`src/rtl/rename_pkg.sv`:
```
package rename_pkg;

    typedef enum logic [1:0] {
        FL_EMPTY = 2'd0,
        FL_PART  = 2'd1,
        FL_FULL  = 2'd2
    } fl_state_e;

endpackage

```
`src/rtl/rename_map_table.sv`:
```
module rename_map_table #(
    parameter int LOG_REGS  = 32,
    parameter int PHYS_REGS = 64,
    localparam int LW = $clog2(LOG_REGS),
    localparam int PW = $clog2(PHYS_REGS)
) (
    input  logic          clk,
    input  logic          rst_n,
    input  logic [LW-1:0] rd_a_idx,
    input  logic [LW-1:0] rd_b_idx,
    input  logic [LW-1:0] rd_c_idx,
    output logic [PW-1:0] rd_a_phys,
    output logic [PW-1:0] rd_b_phys,
    output logic [PW-1:0] rd_c_phys,
    input  logic          wr_en,
    input  logic [LW-1:0] wr_idx,
    input  logic [PW-1:0] wr_phys
);

    logic [PW-1:0] map_q [LOG_REGS];

    always_ff @(posedge clk) begin
        if (!rst_n) begin
            for (int i = 0; i < LOG_REGS; i++) begin
                map_q[i] <= PW'(i);
            end
        end else if (wr_en) begin
            map_q[wr_idx] <= wr_phys;
        end
    end

    // Reads see the table before this cycle's write.
    always_comb begin
        rd_a_phys = map_q[rd_a_idx];
        rd_b_phys = map_q[rd_b_idx];
        rd_c_phys = map_q[rd_c_idx];
    end

endmodule

```
`src/rtl/rename_free_list.sv`:
```
module rename_free_list
    import rename_pkg::*;
#(
    parameter int LOG_REGS  = 32,
    parameter int PHYS_REGS = 64,
    localparam int PW    = $clog2(PHYS_REGS),
    localparam int DEPTH = PHYS_REGS - LOG_REGS,
    localparam int AW    = (DEPTH > 1) ? $clog2(DEPTH) : 1,
    localparam int CW    = $clog2(DEPTH + 1)
) (
    input  logic          clk,
    input  logic          rst_n,
    input  logic          pop,
    input  logic          push,
    input  logic [PW-1:0] push_phys,
    output logic [PW-1:0] head_phys,
    output logic          empty,
    output logic          full,
    output logic [CW-1:0] count
);

    logic [PW-1:0] slot_q [DEPTH];
    logic [AW-1:0] rd_ptr_q, wr_ptr_q;
    logic [CW-1:0] count_q, count_d;
    fl_state_e     state_q, state_d;
    logic          do_pop, do_push;

    function automatic logic [AW-1:0] bump(input logic [AW-1:0] p);
        return (p == AW'(DEPTH - 1)) ? '0 : p + AW'(1);
    endfunction

    assign do_pop  = pop && !empty;
    assign do_push = push && !full;
    assign count_d = count_q + CW'(do_push) - CW'(do_pop);

    // State register
    always_ff @(posedge clk) begin
        if (!rst_n) begin
            state_q <= FL_FULL;
        end else begin
            state_q <= state_d;
        end
    end

    // Next-state logic
    always_comb begin
        state_d = state_q;
        unique case (state_q)
            FL_EMPTY: if (do_push) state_d = (count_d == CW'(DEPTH)) ? FL_FULL : FL_PART;
            FL_PART: begin
                if (count_d == '0)              state_d = FL_EMPTY;
                else if (count_d == CW'(DEPTH)) state_d = FL_FULL;
            end
            FL_FULL:  if (do_pop && !do_push) state_d = (count_d == '0) ? FL_EMPTY : FL_PART;
            default:  state_d = FL_EMPTY;
        endcase
    end

    // Outputs
    always_comb begin
        empty     = (state_q == FL_EMPTY);
        full      = (state_q == FL_FULL);
        head_phys = slot_q[rd_ptr_q];
        count     = count_q;
    end

    // Storage and pointers
    always_ff @(posedge clk) begin
        if (!rst_n) begin
            for (int k = 0; k < DEPTH; k++) begin
                slot_q[k] <= PW'(LOG_REGS + k);
            end
            rd_ptr_q <= '0;
            wr_ptr_q <= '0;
            count_q  <= CW'(DEPTH);
        end else begin
            if (do_push) begin
                slot_q[wr_ptr_q] <= push_phys;
                wr_ptr_q         <= bump(wr_ptr_q);
            end
            if (do_pop) begin
                rd_ptr_q <= bump(rd_ptr_q);
            end
            count_q <= count_d;
        end
    end

endmodule

```
`src/rtl/rename_busy_vec.sv`:
```
module rename_busy_vec #(
    parameter int PHYS_REGS = 64,
    localparam int PW = $clog2(PHYS_REGS)
) (
    input  logic                 clk,
    input  logic                 rst_n,
    input  logic                 set_en,
    input  logic [PW-1:0]        set_idx,
    input  logic                 clr_en,
    input  logic [PW-1:0]        clr_idx,
    input  logic [PW-1:0]        rd_a_idx,
    input  logic [PW-1:0]        rd_b_idx,
    output logic                 rd_a_busy,
    output logic                 rd_b_busy,
    output logic [PHYS_REGS-1:0] busy_bits
);

    logic [PHYS_REGS-1:0] busy_q;

    always_ff @(posedge clk) begin
        if (!rst_n) begin
            busy_q <= '0;
        end else begin
            if (clr_en) busy_q[clr_idx] <= 1'b0;
            if (set_en) busy_q[set_idx] <= 1'b1;  // a new allocation wins
        end
    end

    always_comb begin
        rd_a_busy = busy_q[rd_a_idx];
        rd_b_busy = busy_q[rd_b_idx];
        busy_bits = busy_q;
    end

endmodule

```
`src/rtl/rename_unit.sv`:
```
module rename_unit #(
    parameter int LOG_REGS  = 32,
    parameter int PHYS_REGS = 64,
    localparam int LW = $clog2(LOG_REGS),
    localparam int PW = $clog2(PHYS_REGS),
    localparam int CW = $clog2(PHYS_REGS - LOG_REGS + 1)
) (
    input  logic          clk,
    input  logic          rst_n,
    input  logic          ren_valid,
    input  logic          ren_has_dst,
    input  logic [LW-1:0] ren_dst,
    input  logic [LW-1:0] ren_src1,
    input  logic [LW-1:0] ren_src2,
    output logic          ren_stall,
    output logic [PW-1:0] ren_src1_phys,
    output logic          ren_src1_busy,
    output logic [PW-1:0] ren_src2_phys,
    output logic          ren_src2_busy,
    output logic [PW-1:0] ren_dst_phys,
    output logic [PW-1:0] ren_dst_old_phys,
    input  logic          cmp_valid,
    input  logic [PW-1:0] cmp_phys,
    input  logic          rel_valid,
    input  logic [PW-1:0] rel_phys
);

    logic                 needs_dst, alloc;
    logic                 fl_empty, fl_full;
    logic [CW-1:0]        fl_count;
    logic [PW-1:0]        head_phys;
    logic [PW-1:0]        map_s1, map_s2, map_dst;
    logic                 busy_s1, busy_s2;
    logic [PHYS_REGS-1:0] busy_vec;

    assign needs_dst = ren_has_dst && (ren_dst != '0);
    assign alloc     = ren_valid && needs_dst && !fl_empty;

    rename_map_table #(.LOG_REGS(LOG_REGS), .PHYS_REGS(PHYS_REGS)) u_map (
        .clk      (clk),
        .rst_n    (rst_n),
        .rd_a_idx (ren_src1),
        .rd_b_idx (ren_src2),
        .rd_c_idx (ren_dst),
        .rd_a_phys(map_s1),
        .rd_b_phys(map_s2),
        .rd_c_phys(map_dst),
        .wr_en    (alloc),
        .wr_idx   (ren_dst),
        .wr_phys  (head_phys)
    );

    rename_free_list #(.LOG_REGS(LOG_REGS), .PHYS_REGS(PHYS_REGS)) u_free (
        .clk      (clk),
        .rst_n    (rst_n),
        .pop      (alloc),
        .push     (rel_valid),
        .push_phys(rel_phys),
        .head_phys(head_phys),
        .empty    (fl_empty),
        .full     (fl_full),
        .count    (fl_count)
    );

    rename_busy_vec #(.PHYS_REGS(PHYS_REGS)) u_busy (
        .clk      (clk),
        .rst_n    (rst_n),
        .set_en   (alloc),
        .set_idx  (head_phys),
        .clr_en   (cmp_valid),
        .clr_idx  (cmp_phys),
        .rd_a_idx (map_s1),
        .rd_b_idx (map_s2),
        .rd_a_busy(busy_s1),
        .rd_b_busy(busy_s2),
        .busy_bits(busy_vec)
    );

    always_comb begin
        ren_stall        = ren_valid && needs_dst && fl_empty;
        ren_src1_phys    = (ren_src1 == '0) ? '0 : map_s1;
        ren_src1_busy    = (ren_src1 == '0) ? 1'b0 : busy_s1;
        ren_src2_phys    = (ren_src2 == '0) ? '0 : map_s2;
        ren_src2_busy    = (ren_src2 == '0) ? 1'b0 : busy_s2;
        ren_dst_phys     = alloc ? head_phys : '0;
        ren_dst_old_phys = needs_dst ? map_dst : '0;
    end

endmodule

```
`config.mk`:
```
export PLATFORM = sky130hd
export DESIGN_NAME = rename_unit
export DESIGN_NICKNAME = d
export VERILOG_FILES = /design/src/rtl/rename_pkg.sv /design/src/rtl/rename_map_table.sv /design/src/rtl/rename_free_list.sv /design/src/rtl/rename_busy_vec.sv /design/src/rtl/rename_unit.sv
export SDC_FILE = /design/constraint.sdc
export NUM_CORES = 1
export LEC_CHECK = 0
export BUFFER_PORTS_ARGS = -buffer_cell sky130_fd_sc_hd__buf_2
export CORE_ASPECT_RATIO = 1.75
export CORE_UTILIZATION = 45
export CTS_CLUSTER_DIAMETER = 50
export CTS_CLUSTER_SIZE = 24
export DETAILED_ROUTE_END_ITERATION = 7
export PLACE_DENSITY_LB_ADDON = 0.15
export SLEW_MARGIN = 30
export SYNTH_ARGS = -nofsm -noshare
export SYNTH_HDL_FRONTEND = slang
export SYNTH_SLANG_ARGS = --single-unit
```
`constraint.sdc`:
```
create_clock -name clk -period 10.65 [get_ports clk]
set_input_delay 1.065 -clock clk [delete_from_list [all_inputs] [get_ports clk]]
set_output_delay 1.065 -clock clk [all_outputs]
set_load 0.01 [all_outputs]
```
# ---- Word-level counts from Yosys, hierarchy flattened
# Memories as Yosys holds them, arrays and structs flattened. A register that Yosys moved wholly into a read port is not among the register bits.
# Cells that the tools add are included.
dict set report word_totals {
  regBits 82
  latchBits 0
  ramBits 384
  rom_bits 0
  inputBits 33
  out_inout_bits 27
  word_cells 89
  memories 2
}
dict set report op_classes {
  add_sub_neg 4
  mul 0
  div_mod_pow 0
  n_lt_le_gt_ge 6
  n_eq_ne 8
  n_shift 0
  n_mux 41
  bitwise_logic 3
  reduce_logical 20
}
# name words word_bits read_ports rd_ports_with_merged_regs write_ports line
set memory_table {}
lappend memory_table {u_free.slot_q 32 6 1 1 32 rename_free_list.sv:22} ;# logic [PW-1:0] slot_q [DEPTH];
lappend memory_table {u_map.map_q 32 6 3 0 32 rename_map_table.sv:20} ;# logic [PW-1:0] map_q [LOG_REGS];
# operator count
set ops {}
lappend ops {{64-bit two-way mux} 3}
lappend ops {{64-bit bitwise AND} 1}
lappend ops {{64-bit NOT} 1}
lappend ops {{64-bit bitwise OR} 1}
lappend ops {{6-bit two-way mux} 6}
lappend ops {{5-bit two-way mux} 6}
lappend ops {{6-bit by 7-bit less-than comparator with 1-bit output, second input constant} 4}
lappend ops {{1-bit two-way mux} 16}
lappend ops {{1-bit binary-select mux with 6-bit select} 2}
lappend ops {{1-bit demux with 6-bit select} 2}
lappend ops {{6-bit by 1-bit >= comparator with 1-bit output, second input constant} 2}
lappend ops {{6-bit OR reduction} 2}
lappend ops {{5-bit by 1-bit adder with 5-bit output, second input constant} 2}
lappend ops {{5-bit == test, second input constant} 2}
lappend ops {{5-bit logical NOT} 2}
lappend ops {{2-bit two-way mux} 5}
lappend ops {{1-bit logical AND} 9}
lappend ops {{6-bit by 1-bit adder with 6-bit output} 1}
lappend ops {{6-bit == test, second input constant} 1}
lappend ops {{6-bit logical NOT} 1}
lappend ops {{2-bit case mux with 3 select lines} 1}
lappend ops {{6-bit by 1-bit subtractor with 6-bit output} 1}
lappend ops {{5-bit nonzero test} 1}
lappend ops {{1-bit logical NOT} 3}
lappend ops {{7 further kinds} 7}

# ---- Logic depth before layout (Yosys ltp)
# Gate-level depths: netlist (run 1).
dict set report depth {
  word_depth 10
  ltp_mapped 18
  depth_no_buf 18
}

# ---- Hierarchy
# Synthesis (run 1) repeated with hierarchy kept, for this count alone.
dict set report unflattened {
  hier_cells 1931
  area_unflattened_um2 26210.1
}
# module n_inst cells_each area_each_um2 seq_area_each_um2
set by_module_without_submodules {}
lappend by_module_without_submodules {rename_map_table 1 746 12074.1 5765.5}
lappend by_module_without_submodules {rename_free_list 1 731 9994.6 6226.0}
lappend by_module_without_submodules {rename_busy_vec 1 402 3779.9 1281.2}
lappend by_module_without_submodules {rename_unit 1 52 361.6 0.0}

# ---- Worst setup path before layout (run 1)
# OpenSTA, ideal clock, no wires.
dict set report synth_timing {
  path_kind {in2reg}
  from {input port ren_dst[3]}
  to {register u_free.state_q[1]}
  setup_time_ns 0.079
  t_arrival_ns 4.659
  t_required_ns 10.571
  slack_ns 5.912
  path_stages 17
  n_path_buf 0
  cell_sequence {or3_1 o31ai_1 nor2_1 o21ai_1 inv_2 ha_1 inv_1 ha_1 inv_1 fa_1 inv_1 a21o_1 a21oi_1 xnor2_1 or4_1 or3_1 o211ai_1}
}
dict set report synth_via {
  elab_chain_cells 10
  word_cells_on_any_way 16
  classes_between {1 x add/sub; 3 x eq/ne; 4 x mux; 8 x reduce/logical}
}
# element line
set synth_lines {}
lappend synth_lines {{start, declared} rename_unit.sv:12} ;# input logic [LW-1:0] ren_dst,
lappend synth_lines {{5-bit nonzero test (*)} rename_unit.sv:36} ;# assign needs_dst = ren_has_dst && (ren_dst != '0);
lappend synth_lines {{1-bit logical AND (*)} rename_unit.sv:36}
lappend synth_lines {{1-bit logical AND (*) (2 in series)} rename_unit.sv:37} ;# assign alloc = ren_valid && needs_dst && !fl_empty;
lappend synth_lines {{1-bit logical AND (*)} rename_free_list.sv:32} ;# assign do_pop = pop && !empty;
lappend synth_lines {{net u_free.do_pop} rename_free_list.sv:26} ;# logic do_pop, do_push;
lappend synth_lines {{6-bit by 1-bit subtractor with 6-bit output} rename_free_list.sv:34} ;# assign count_d = count_q + CW'(do_push) - CW'(do_pop);
lappend synth_lines {{6-bit == test} {rename_free_list.sv:49, rename_free_list.sv:52}}
lappend synth_lines {{2-bit two-way mux (2 in series)} rename_free_list.sv:49} ;# FL_EMPTY: if (do_push) state_d = (count_d == CW'(DEPTH)) ? FL_FULL : FL_PART;
lappend synth_lines {{2-bit case mux with 3 select lines} rename_free_list.sv:48} ;# unique case (state_q)
lappend synth_lines {{end signal, assigned} rename_free_list.sv:41} ;# state_q <= state_d;
lappend synth_lines {{end, declared} rename_free_list.sv:25} ;# fl_state_e state_q, state_d;
# The timed path passes the listed nets; every way through them passes the cells marked *. The select of a mux whose other input is x is not followed.
# A chain may end at the register's enable or synchronous reset.

# ---- Final worst setup path (run 1)
dict set report layout_timing {
  from {input port ren_src1[0]}
  to {output port ren_src1_busy}
}
dict set report layout_via {
  elab_chain_cells 4
  word_cells_on_any_way 5
  classes_between {3 x mux; 1 x reduce/logical; 1 x memory}
}
# element line
set layout_lines {}
lappend layout_lines {{start, declared} rename_unit.sv:13} ;# input logic [LW-1:0] ren_src1,
lappend layout_lines {{memory read 32 x 6 bit} n/a}
lappend layout_lines {{1-bit binary-select mux with 6-bit select} rename_busy_vec.sv:30} ;# rd_a_busy = busy_q[rd_a_idx];
lappend layout_lines {{1-bit two-way mux (not written as such)} rename_busy_vec.sv:30}
lappend layout_lines {{1-bit two-way mux (*)} rename_unit.sv:82} ;# ren_src1_busy = (ren_src1 == '0) ? 1'b0 : busy_s1;
lappend layout_lines {{end, declared} rename_unit.sv:17} ;# output logic ren_src1_busy,
# Mark *: on every way between the ends. The rest lies on a longest branch, timed or not. The select of a mux whose other input is x is not followed.

==> out/summary.txt, run 1 <==
Worst EP arrival -> 4.99 ns
Status -> finished, final reports clean
CTS Buffer Depth -> 3
Mapped Area -> 0.0253 mm²
Fin crit period -> 6.05 ns
H-tree levels -> 2
Slew HR -> 32.1%
Number of distinct library cells after synthesis -> 55
I/O Buffers -> 59
CTS Hold Bufs -> 0
DR DRC count -> 0
DRT antenna net count -> 0
Setup crit end kind -> output pin
Post-CTS setup repair buffer count -> 0
Placed cells -> 2604
Antenna cells -> 0
Pwr Total -> 4.29 mW
CTS tree -> built
Die width -> 181 µm
Initial antenna violation count -> 1
RSZ-0062 raised after global routing -> false
Fill count -> 4859
Setup crit start -> ren_src1[0]
Core footprint -> 0.0555 mm²
TritonRoute pass-1 iters -> 8
Ys Warns -> 0
Worst-Margin Slew -> 1.01 ns
FF+latch count, synth -> 471
Seq/Total Area, Yosys -> 52.4%
Starting Density -> 45.7%
Setup-failing EPs final -> 0
Post-CTS Resized -> 0
Maxcap violations -> 0
Reg clk slew, reported paths -> 0.09 ns
Gr usage total -> 27.6%
VDD IR-drop max -> 0.109 mV
First-pass GRT wire length -> 115000 µm
Worst Hold Class -> reg -> reg
DR iter-0 viols -> 1541
EDFF count, synth -> 384
Fin nets -> 1995
Row count -> 114
Clk sinks -> 471
Max FO, Critical Path -> 43
CP Data Required Time -> 9.59 ns
Critical setup path kind -> in -> out
Area growth syn-to-layout -> 8.60%
Post-Synthesis Cells -> 1981
Pin count of the biggest net entering global routing -> 71
Worst hold slack -> 0.502 ns
Synth Area per Inst -> 12.8 µm²
Root Driver -> clkbuf_16
LEAKAGE -> 8.25 nW
Setup tns final -> 0 ns
CP Cell Sequence -> buf_2 > buf_4 > mux4_2 > mux4_2 > mux2i_4 > and2_1 > a221oi_1 > o41ai_1 > nand4_1 > and3b_1 > buf_2
Wirelength, routed -> 78200 µm
Hold path startpoint -> u_busy.busy_bits[16]
Worst Setup Start Kind -> input pin
Critical Path Max Stage Delay -> 0.68 ns
Vias in the first global route -> 17.6k
Highest-delay cell along the critical path -> buf_4
# IOs -> 60
Clk_skew -> 0.0491 ns
Die H -> 316 µm
Worst skew pair latency -> 0.62 ns
Gr ovfl total -> 0
Final period utilization -> 56.8%
Ys async rst share -> 0%
DIE AREA -> 0.0573 mm²
Layout Cells excl Fill -> 2674
Routed via count -> 17.2k
Final Hold Fails -> 0
Synth Flop Type -> edfxtp_1
Max Slew Vio Count -> 0
Avg WL per Cell -> 29.2 µm
Pwr dens -> 156 mW/mm²
Vias per cell -> 6.44
Num CTS Buffers -> 38
DP Wirelength -> 54800 µm
Fraction of layout cells with a size suffix above 1 -> 21.3%
Achievable Freq -> 165 MHz
Routability cong. -> 0.943
==> through the flow <==
| step | area [µm²] | setup slack, ns | util [%] |
|---|---|---|---|
| 6_report | 27500 | 4.60 | 49.6 |
| 5_1_grt | 27500 | 4.37 | 49.6 |
| 4_1_cts | 27500 | 4.59 | 49.6 |
| 3_5_place_dp | 26100 | 4.60 | 47.1 |
| 3_3_place_gp | 26100 | 4.25 | 47.1 |
| 2_1_floorplan | 25400 | 5.91 | - |
==> placed cells by master (no fill, tap or decap), types with 6 or more instances in the layout <==
| cell type | netlist | final |
|---|---|---|
| nand3b_1 | 10 | 10 |
| a221oi_1 | 22 | 22 |
| and2_1 | 35 | 35 |
| mux2i_1 | 89 | 84 |
| a22o_1 | 6 | 6 |
| mux4_1 | 14 | 14 |
| conb_1 | 1 | 6 |
| nand2b_1 | 11 | 11 |
| or2_2 | 9 | 9 |
| nand2_1 | 257 | 257 |
| a21oi_1 | 80 | 80 |
| a22oi_1 | 18 | 18 |
| nand4_1 | 8 | 8 |
| nor2_1 | 196 | 192 |
| buf_2 | 17 | 58 |
| edfxtp_1 | 384 | 384 |
| inv_1 | 18 | 18 |
| inv_12 | 0 | 6 |
| o21ai_0 | 100 | 91 |
| mux4_2 | 214 | 214 |
| nand3_1 | 36 | 35 |
| a31oi_1 | 8 | 8 |
| mux2i_4 | 2 | 9 |
| or3_1 | 70 | 70 |
| buf_4 | 0 | 35 |
| nor3_1 | 61 | 58 |
| dfxtp_1 | 87 | 85 |
| ha_1 | 13 | 13 |
| clkbuf_16 | 0 | 38 |
| inv_6 | 0 | 6 |
| o21ai_1 | 1 | 10 |
==> synth_stat cells (13+ instances only) <==
cell type / number / share of area, %
clkbuf_1: 121 / 1.8
nor3_1: 61 / 1.2
nand2_1: 257 / 3.8
dfxtp_1: 87 / 6.9
inv_1: 18 / 0.27
buf_6: 14 / 0.62
o21ai_0: 100 / 2.0
mux4_1: 14 / 1.5
ha_1: 13 / 0.64
mux2i_1: 89 / 3.5
nand3_1: 36 / 0.71
and2_1: 35 / 0.86
nor2_1: 196 / 2.9
a22oi_1: 18 / 0.53
buf_1: 16 / 0.24
mux4_2: 214 / 19
a221oi_1: 22 / 0.76
a21oi_1: 80 / 1.6
buf_2: 17 / 0.34
edfxtp_1: 384 / 46
or3_1: 70 / 1.7
==> routing by layer <==
layer	GRT usage, %	vias to the layer above	part of all wire, %
met5	0	-	0.022
met3	4.09	252	4.8
met4	16.8	2	6.9
li1	-	7539	-
met2	53.1	670	55
met1	27.7	8745	33
==> worst paths after layout <==
kind | cells past startpoint | slack (ns) | to
worst max register to register | 9 | 6.21 | u_busy.busy_bits[6]
worst min register to register | 2 | 0.50 | u_busy.busy_bits[16]
worst max-delay path | 11 | 4.60 | ren_src1_busy
worst min-delay path | 2 | 0.50 | u_busy.busy_bits[16]
==> report_power, final <==
group	switching, mW	internal (mW)	total (mW)
registers	0.0396	2.04	2.08
logic	0.399	0.238	0.637
clock network	0.806	0.767	1.57
==> cell type report <==
cell class	count	area, µm²	area share (%)
inverter	25	93.8	0.341
clock buffer	39	955	3.47
tap	696	871	3.16
multi-input combinational	1318	11300	41.2
sequential	471	13300	48.3
clock inverter	31	414	1.51
timing repair buffer	94	564	2.05
==> worst max-delay path: cells and delay by family <==
kind                   cells  cell delay [ns]
AOI/OAI and AO/OA          2             0.62
muxes                      3             1.66
and+or+nand+nor            3             0.72
buffers and inverters      3             0.90
==> logic make-up after synthesis <==
kind of cell	after synthesis	synth area share, %
xor gates and xnor gates	6	0.207
buffers and inverters	197	3.52
other	1	0.0148
muxes	326	24.5
AOI/OAI and AO/OA	249	5.71
DFF	471	52.4
adders and majority gates	14	0.721
and+or+nand+nor	717	12.9
==> sequential cells by signal, indices dropped and copies added, names as in the netlist, named ones only <==
register / count
u_free.state_q: 2
u_free.wr_ptr_q: 5
u_free.count: 6
u_map.map_q: 192
u_free.slot_q: 192
u_busy.busy_bits: 64
u_free.rd_ptr_q: 5
Note: power is estimated with default switching activity, not from simulation.
==> run 2, diff against run 1 <==
==> constraint.sdc (replaced) <==
create_clock -name clk -period 5.45 [get_ports clk]
set_input_delay 0.545 -clock clk [delete_from_list [all_inputs] [get_ports clk]]
set_output_delay 0.545 -clock clk [all_outputs]
set_load 0.01 [all_outputs]
==> run 2 against run 1 <==
Net effect: design area increased by 1.1%; critical endpoint is now ren_src2_busy; critical path depth increased by 1; largest power group unchanged; cell count increased by 0.82%; power increased by 100%; sequential share of layout area decreased by 0.50 points; register-to-register slack got worse by 4.8 ns.
==> out/summary.txt, run 2 (synthesis results as in run 1) <==
Root Driver -> clkbuf_16 (unchanged)
Num CTS Buffers -> 40 (was 38)
Worst Setup Start Kind -> input pin (unchanged)
Initial antenna violation count -> 0 (was 1)
Routability cong. -> 0.958 (was 0.943)
# IOs -> 60 (unchanged)
Worst Hold Class -> in -> reg (was reg -> reg)
Fin crit period -> 4.85 ns
I/O Buffers -> 59 (unchanged)
Worst-Margin Slew -> 1.01 ns (about the same)
Placed standard-cell area -> 0.0263 mm² (was 0.0261 mm²)
Clock network fraction of design power -> 38.0% (was 36.7%)
Max FO, Critical Path -> 16 (was 43)
Most frequent cells in the layout -> edfxtp_1, nand2_1, mux4_2 (unchanged)
Setup-failing EPs final -> 0 (unchanged)
CP Data Required Time -> 4.91 ns (was 9.59 ns)
Wirelength, routed -> 79900 µm (was 78200 µm)
Row count -> 114 (unchanged)
Combinational group share of total power -> 14.8% (was 14.9%)
Final core utilization -> 50.1% (was 49.6%)
Worst skew pair latency -> 0.60 ns (was 0.62 ns)
CTS Buffer Depth -> 3 (unchanged)
CTS tree -> built (unchanged)
R2R depth -> 8 (was 9)
H-tree levels -> 2 (unchanged)
Die H -> 316 µm (unchanged)
Starting Density -> 45.7% (unchanged)
Post-CTS Resized -> 0 (unchanged)
Setup crit end kind -> output pin (unchanged)
Seq pwr share -> 47.2% (was 48.4%)
Final period utilization -> 89.0%
Sw Pwr -> 2.49 mW (was 1.24 mW)
Gr ovfl total -> 0 (unchanged)
Worst hold slack -> 0.236 ns (was 0.502 ns)
Worst setup path endpoint -> ren_src2_busy (was ren_src1_busy)
Worst EP arrival -> 4.30 ns (was 4.99 ns)
Critical setup path kind -> in -> out (unchanged)
Sw Ratio -> 28.9% (was 29.0%)
DP Wirelength -> 57700 µm (was 54800 µm)
Post-CTS setup repair buffer count -> 0 (unchanged)
Power Internal -> 6.12 mW (was 3.04 mW)
Setup tns final -> 0 ns (unchanged)
Pwr dens -> 310 mW/mm² (was 156 mW/mm²)
Routed via count -> 17.3k (was 17.2k)
Pin count of the biggest net entering global routing -> 54 (was 71)
Final Hold Fails -> 0 (unchanged)
DR DRC count -> 0 (unchanged)
Achievable Freq -> 206 MHz
Avg WL per Cell -> 29.6 µm (was 29.2 µm)
Area growth syn-to-layout -> 9.74% (was 8.60%)
Fin nets -> 2016 (was 1995)
Maxcap violations -> 0 (unchanged)
CTS Hold Bufs -> 0 (unchanged)
Status -> finished, final reports clean (unchanged)
Vias per cell -> 6.42 (was 6.44)
Post-route cell area -> 0.0278 mm² (was 0.0275 mm²)
DR iter-0 viols -> 1668 (was 1541)
Die width -> 181 µm (unchanged)
Clk_skew -> 0.0312 ns (was 0.0491 ns)
RSZ-0062 raised after global routing -> false (unchanged)
Setup crit start -> ren_src2[1] (was ren_src1[0])
LEAKAGE -> 8.42 nW (was 8.25 nW)
DIE AREA -> 0.0573 mm² (unchanged)
Core footprint -> 0.0555 mm² (unchanged)
Max Slew Vio Count -> 0 (unchanged)
First-pass GRT wire length -> 118000 µm (was 115000 µm)
Vias in the first global route -> 17.8k (was 17.6k)
Reg2Reg Setup Slack -> 1.46 ns (was 6.21 ns)
Most common cell after layout, fill and taps aside -> edfxtp_1 (unchanged)
Slew HR -> 31.9% (was 32.1%)
Crit Reg-Reg Endpoint -> u_busy.busy_bits[5] (was u_busy.busy_bits[6])
Hold path startpoint -> rel_phys[0] (was u_busy.busy_bits[16])
VDD IR-drop max -> 0.237 mV (was 0.109 mV)
Clk sinks -> 471 (unchanged)
TritonRoute pass-1 iters -> 5 (was 8)
Fraction of layout cells with a size suffix above 1 -> 21.9% (was 21.3%)
DRT antenna net count -> 0 (unchanged)
Gr usage total -> 28.4% (was 27.6%)
Reg clk slew, reported paths -> 0.08 ns (was 0.09 ns)
-- run 2: how the worst min path moves through the flow --
stage | endpoint | depth (start not counted)
finish | u_free.slot_q[31][0] | 2
global route | u_free.slot_q[31][0] | 2
CTS | u_free.slot_q[31][0] | 2
detailed placement | u_free.rd_ptr_q[4] | 2
global placement | u_free.rd_ptr_q[4] | 2
floorplan | flip-flop | 2
-- run 2: area by class of cell --
cell class	count	area, µm²
fill	4779	27700
sequential	471	13300
multi-input combinational	1318	11300
clock buffer	42	1040
tap	696	871
timing repair buffer	113	778
clock inverter	30	439
inverter	25	93.8
antenna	1	2.50
-- run 2: per-layer routing --
metal  track usage (%)  up-vias  wire (µm)
met5                 0        -          0
met4              18.4        0       5760
met1              29.1     8824      26300
li1                  -     7567          -
met2              53.9      693      44200
met3              3.73      233       3720
-- run 2: per-stage QoR --
step | worst slack [ns] | std cells | power, mW
global route | 0.439 | 2695 | 8.84
floorplan | 1.23 | 1986 | 4.96
CTS | 0.644 | 2695 | 8.64
finish | 0.602 | 2696 | 8.61
global placement | 0.673 | 2622 | 5.40
detailed placement | 0.621 | 2623 | 5.42
-- run 2: power groups by stage --
stage               sequential, mW  combinational, mW  clock [mW]
floorplan                     4.10              0.864           0
global placement              4.16               1.24           0
finish                        4.07               1.27        3.27
detailed placement            4.15               1.27           0
CTS                           4.07               1.27        3.30
global route                  4.08               1.35        3.41
-- run 2: critical path, cell delays in order --
cell and delay (ns):
buf_2 0.43, buf_12 0.22, mux4_1 0.55, mux4_2 0.51
mux2i_4 0.53, buf_4 0.23, mux2i_1 0.18, a221oi_1 0.11
o41ai_1 0.43, nand4_1 0.17, and3b_1 0.24, buf_2 0.13
==> run 3, diff against run 2 <==
--- a/config.mk
+++ b/config.mk
@@ -8,10 +8,12 @@
 export BUFFER_PORTS_ARGS = -buffer_cell sky130_fd_sc_hd__buf_2
 export CORE_ASPECT_RATIO = 1.75
 export CORE_UTILIZATION = 45
+export CTS_BUF_LIST = sky130_fd_sc_hd__clkbuf_8
 export CTS_CLUSTER_DIAMETER = 50
 export CTS_CLUSTER_SIZE = 24
 export DETAILED_ROUTE_END_ITERATION = 7
 export PLACE_DENSITY_LB_ADDON = 0.15
+export REMOVE_ABC_BUFFERS = 1
 export SLEW_MARGIN = 30
 export SYNTH_ARGS = -nofsm -noshare
 export SYNTH_HDL_FRONTEND = slang
==> run 3 against run 2 <==
Net effect: hold slack lost 0.073 ns; clock skew grew 0.014 ns; combinational power hardly changed; register-to-register slack lost 0.07 ns; global-route usage grew 0.085 points; flip-flop and latch count unchanged; fmax up 0.43%; power decreased by 10%; critical path depth down 1; first-iteration DRC count decreased by 15%; die area is the same; design area is 1.8% lower.
==> out/summary.txt, run 3 (synthesis results as in run 1) <==
Status -> finished, final reports clean (unchanged)
Initial antenna violation count -> 4 (was 0)
Routed via count -> 17.4k (was 17.3k)
First-pass GRT wire length -> 118000 µm (about the same)
CP Data Required Time -> 4.91 ns (about the same)
Fin nets -> 2018 (was 2016)
Post-CTS setup repair buffer count -> 0 (unchanged)
DP Wirelength -> 59200 µm (was 57700 µm)
Worst EP arrival -> 4.28 ns (was 4.30 ns)
Vias per cell -> 6.46 (was 6.42)
VDD IR-drop max -> 0.263 mV (was 0.237 mV)
DRT antenna net count -> 0 (unchanged)
Avg WL per Cell -> 29.9 µm (was 29.6 µm)
DIE AREA -> 0.0573 mm² (unchanged)
Row count -> 114 (unchanged)
Clk_skew -> 0.0454 ns (was 0.0312 ns)
CTS Buffer Depth -> 3 (unchanged)
Setup crit start -> ren_src1[0] (was ren_src2[1])
Slew HR -> 30.1% (was 31.9%)
Post-route cell area -> 0.0273 mm² (was 0.0278 mm²)
# IOs -> 60 (unchanged)
Final Hold Fails -> 0 (unchanged)
RSZ-0062 raised after global routing -> false (unchanged)
DR DRC count -> 0 (unchanged)
Area growth syn-to-layout -> 7.72% (was 9.74%)
Clock network fraction of design power -> 30.8% (was 38.0%)
Reg2Reg Setup Slack -> 1.39 ns (was 1.46 ns)
Num CTS Buffers -> 40 (unchanged)
Sw Ratio -> 30.0% (was 28.9%)
Setup-failing EPs final -> 0 (unchanged)
Power Internal -> 5.40 mW (was 6.12 mW)
Worst skew pair latency -> 0.67 ns (was 0.60 ns)
Worst Hold Class -> in -> reg (unchanged)
Maxcap violations -> 0 (unchanged)
Setup crit end kind -> output pin (unchanged)
Seq pwr share -> 52.7% (was 47.2%)
Root Driver -> clkbuf_8 (was clkbuf_16)
Gr ovfl total -> 0 (unchanged)
Sw Pwr -> 2.32 mW (was 2.49 mW)
Achievable Freq -> 207 MHz (was 206 MHz)
CTS tree -> built (unchanged)
R2R depth -> 8 (unchanged)
Final period utilization -> 88.6% (was 89.0%)
Worst setup path endpoint -> ren_src1_busy (was ren_src2_busy)
Gr usage total -> 28.5% (was 28.4%)
Worst hold slack -> 0.162 ns (was 0.236 ns)
Wirelength, routed -> 80600 µm (was 79900 µm)
Critical Path Max Stage Delay -> 0.61 ns (was 0.55 ns)
Starting Density -> 45.7% (unchanged)
Worst Setup Start Kind -> input pin (unchanged)
Routability cong. -> 0.955 (was 0.958)
I/O Buffers -> 59 (unchanged)
Core footprint -> 0.0555 mm² (unchanged)
Die H -> 316 µm (unchanged)
Reg clk slew, reported paths -> 0.13 ns (was 0.08 ns)
Placed standard-cell area -> 0.0263 mm² (unchanged)
CTS Hold Bufs -> 0 (unchanged)
Hold path startpoint -> rel_phys[0] (unchanged)
Die width -> 181 µm (unchanged)
Most common cell after layout, fill and taps aside -> edfxtp_1 (unchanged)
Setup tns final -> 0 ns (unchanged)
Worst-Margin Slew -> 1.04 ns (was 1.01 ns)
Max FO, Critical Path -> 15 (was 16)
Fraction of layout cells with a size suffix above 1 -> 22.0% (was 21.9%)
Max Slew Vio Count -> 0 (unchanged)
DR iter-0 viols -> 1411 (was 1668)
Pwr dens -> 283 mW/mm² (was 310 mW/mm²)
Clk sinks -> 471 (unchanged)
Fin crit period -> 4.83 ns (was 4.85 ns)
Critical setup path kind -> in -> out (unchanged)
H-tree levels -> 2 (unchanged)
Highest-delay cell along the critical path -> mux4_2 (was mux4_1)
LEAKAGE -> 8.20 nW (was 8.42 nW)
Crit Reg-Reg Endpoint -> u_busy.busy_bits[4] (was u_busy.busy_bits[5])
Pin count of the biggest net entering global routing -> 72 (was 54)
CP Cell Sequence -> buf_2 > buf_4 > mux4_2 > mux4_2 > mux2i_1 > or2b_1 > a221oi_1 > a22oi_1 > nand4_1 > and3b_1 > buf_2 (was buf_2 > buf_12 > mux4_1 > mux4_2 > mux2i_4 > buf_4 > mux2i_1 > a221oi_1 > o41ai_1 > nand4_1 > and3b_1 > buf_2)
Most frequent cells in the layout -> edfxtp_1, nand2_1, mux4_2 (unchanged)
Post-CTS Resized -> 0 (unchanged)
Vias in the first global route -> 18.0k (was 17.8k)
TritonRoute pass-1 iters -> 5 (unchanged)
Combinational group share of total power -> 16.5% (was 14.8%)
==> run 3: worst min-delay path by stage <==
stage | cells past startpoint | slack, ns | to
3_3_place_gp | 2 | 0.49 | u_free.rd_ptr_q[4]
3_5_place_dp | 2 | 0.48 | u_free.rd_ptr_q[4]
4_1_cts | 2 | 0.12 | u_free.slot_q[31][0]
2_1_floorplan | 2 | 0.45 | flip-flop
6_report | 2 | 0.16 | u_free.slot_q[31][0]
5_1_grt | 2 | 0.13 | u_free.slot_q[31][0]
==> run 3: critical path: cells and delay by family <==
family	cells	cell delay [ns]
AOI/OAI and AO/OA	2	0.68
and+or+nand+nor	3	0.66
muxes	3	1.43
buffers and inverters	3	0.94
==> run 3: area by class of cell <==
class / count / area, µm²
Inverter: 25 / 95.1
Clock inverter: 29 / 355
Timing Repair Buffer: 115 / 781
Multi-Input combinational cell: 1318 / 11300
Tap cell: 696 / 871
Sequential cell: 471 / 13300
Fill cell: 4858 / 28200
Antenna cell: 3 / 7.51
Clock buffer: 44 / 606
==> run 3: through the flow <==
step | power [mW] | util, % | worst slack, ns | cells
CTS | 7.76 | 49.2 | 0.712 | 2698
global placement | 5.39 | 47.4 | 0.720 | 2625
finish | 7.72 | 49.2 | 0.623 | 2701
floorplan | 4.86 | - | 0.0594 | 1814
detailed placement | 5.42 | 47.4 | 0.719 | 2625
global route | 7.95 | 49.2 | 0.514 | 2700
==> run 3: metal layers <==
layer | GRT usage [%] | up-vias | part of all wire, %
met3 | 4.34 | 251 | 5.6
met1 | 27.8 | 8864 | 31
met5 | 0 | - | 0.017
met4 | 20.1 | 2 | 7.7
met2 | 54.5 | 743 | 55
li1 | - | 7576 | -
==> run 3: power groups by stage <==
stage	logic (mW)	clock network [mW]	registers (mW)
final	1.27	2.38	4.07
after global placement	1.24	0	4.15
after detailed placement	1.26	0	4.15
after CTS	1.26	2.42	4.07
after floorplan	0.741	0	4.12
after global routing	1.34	2.52	4.08
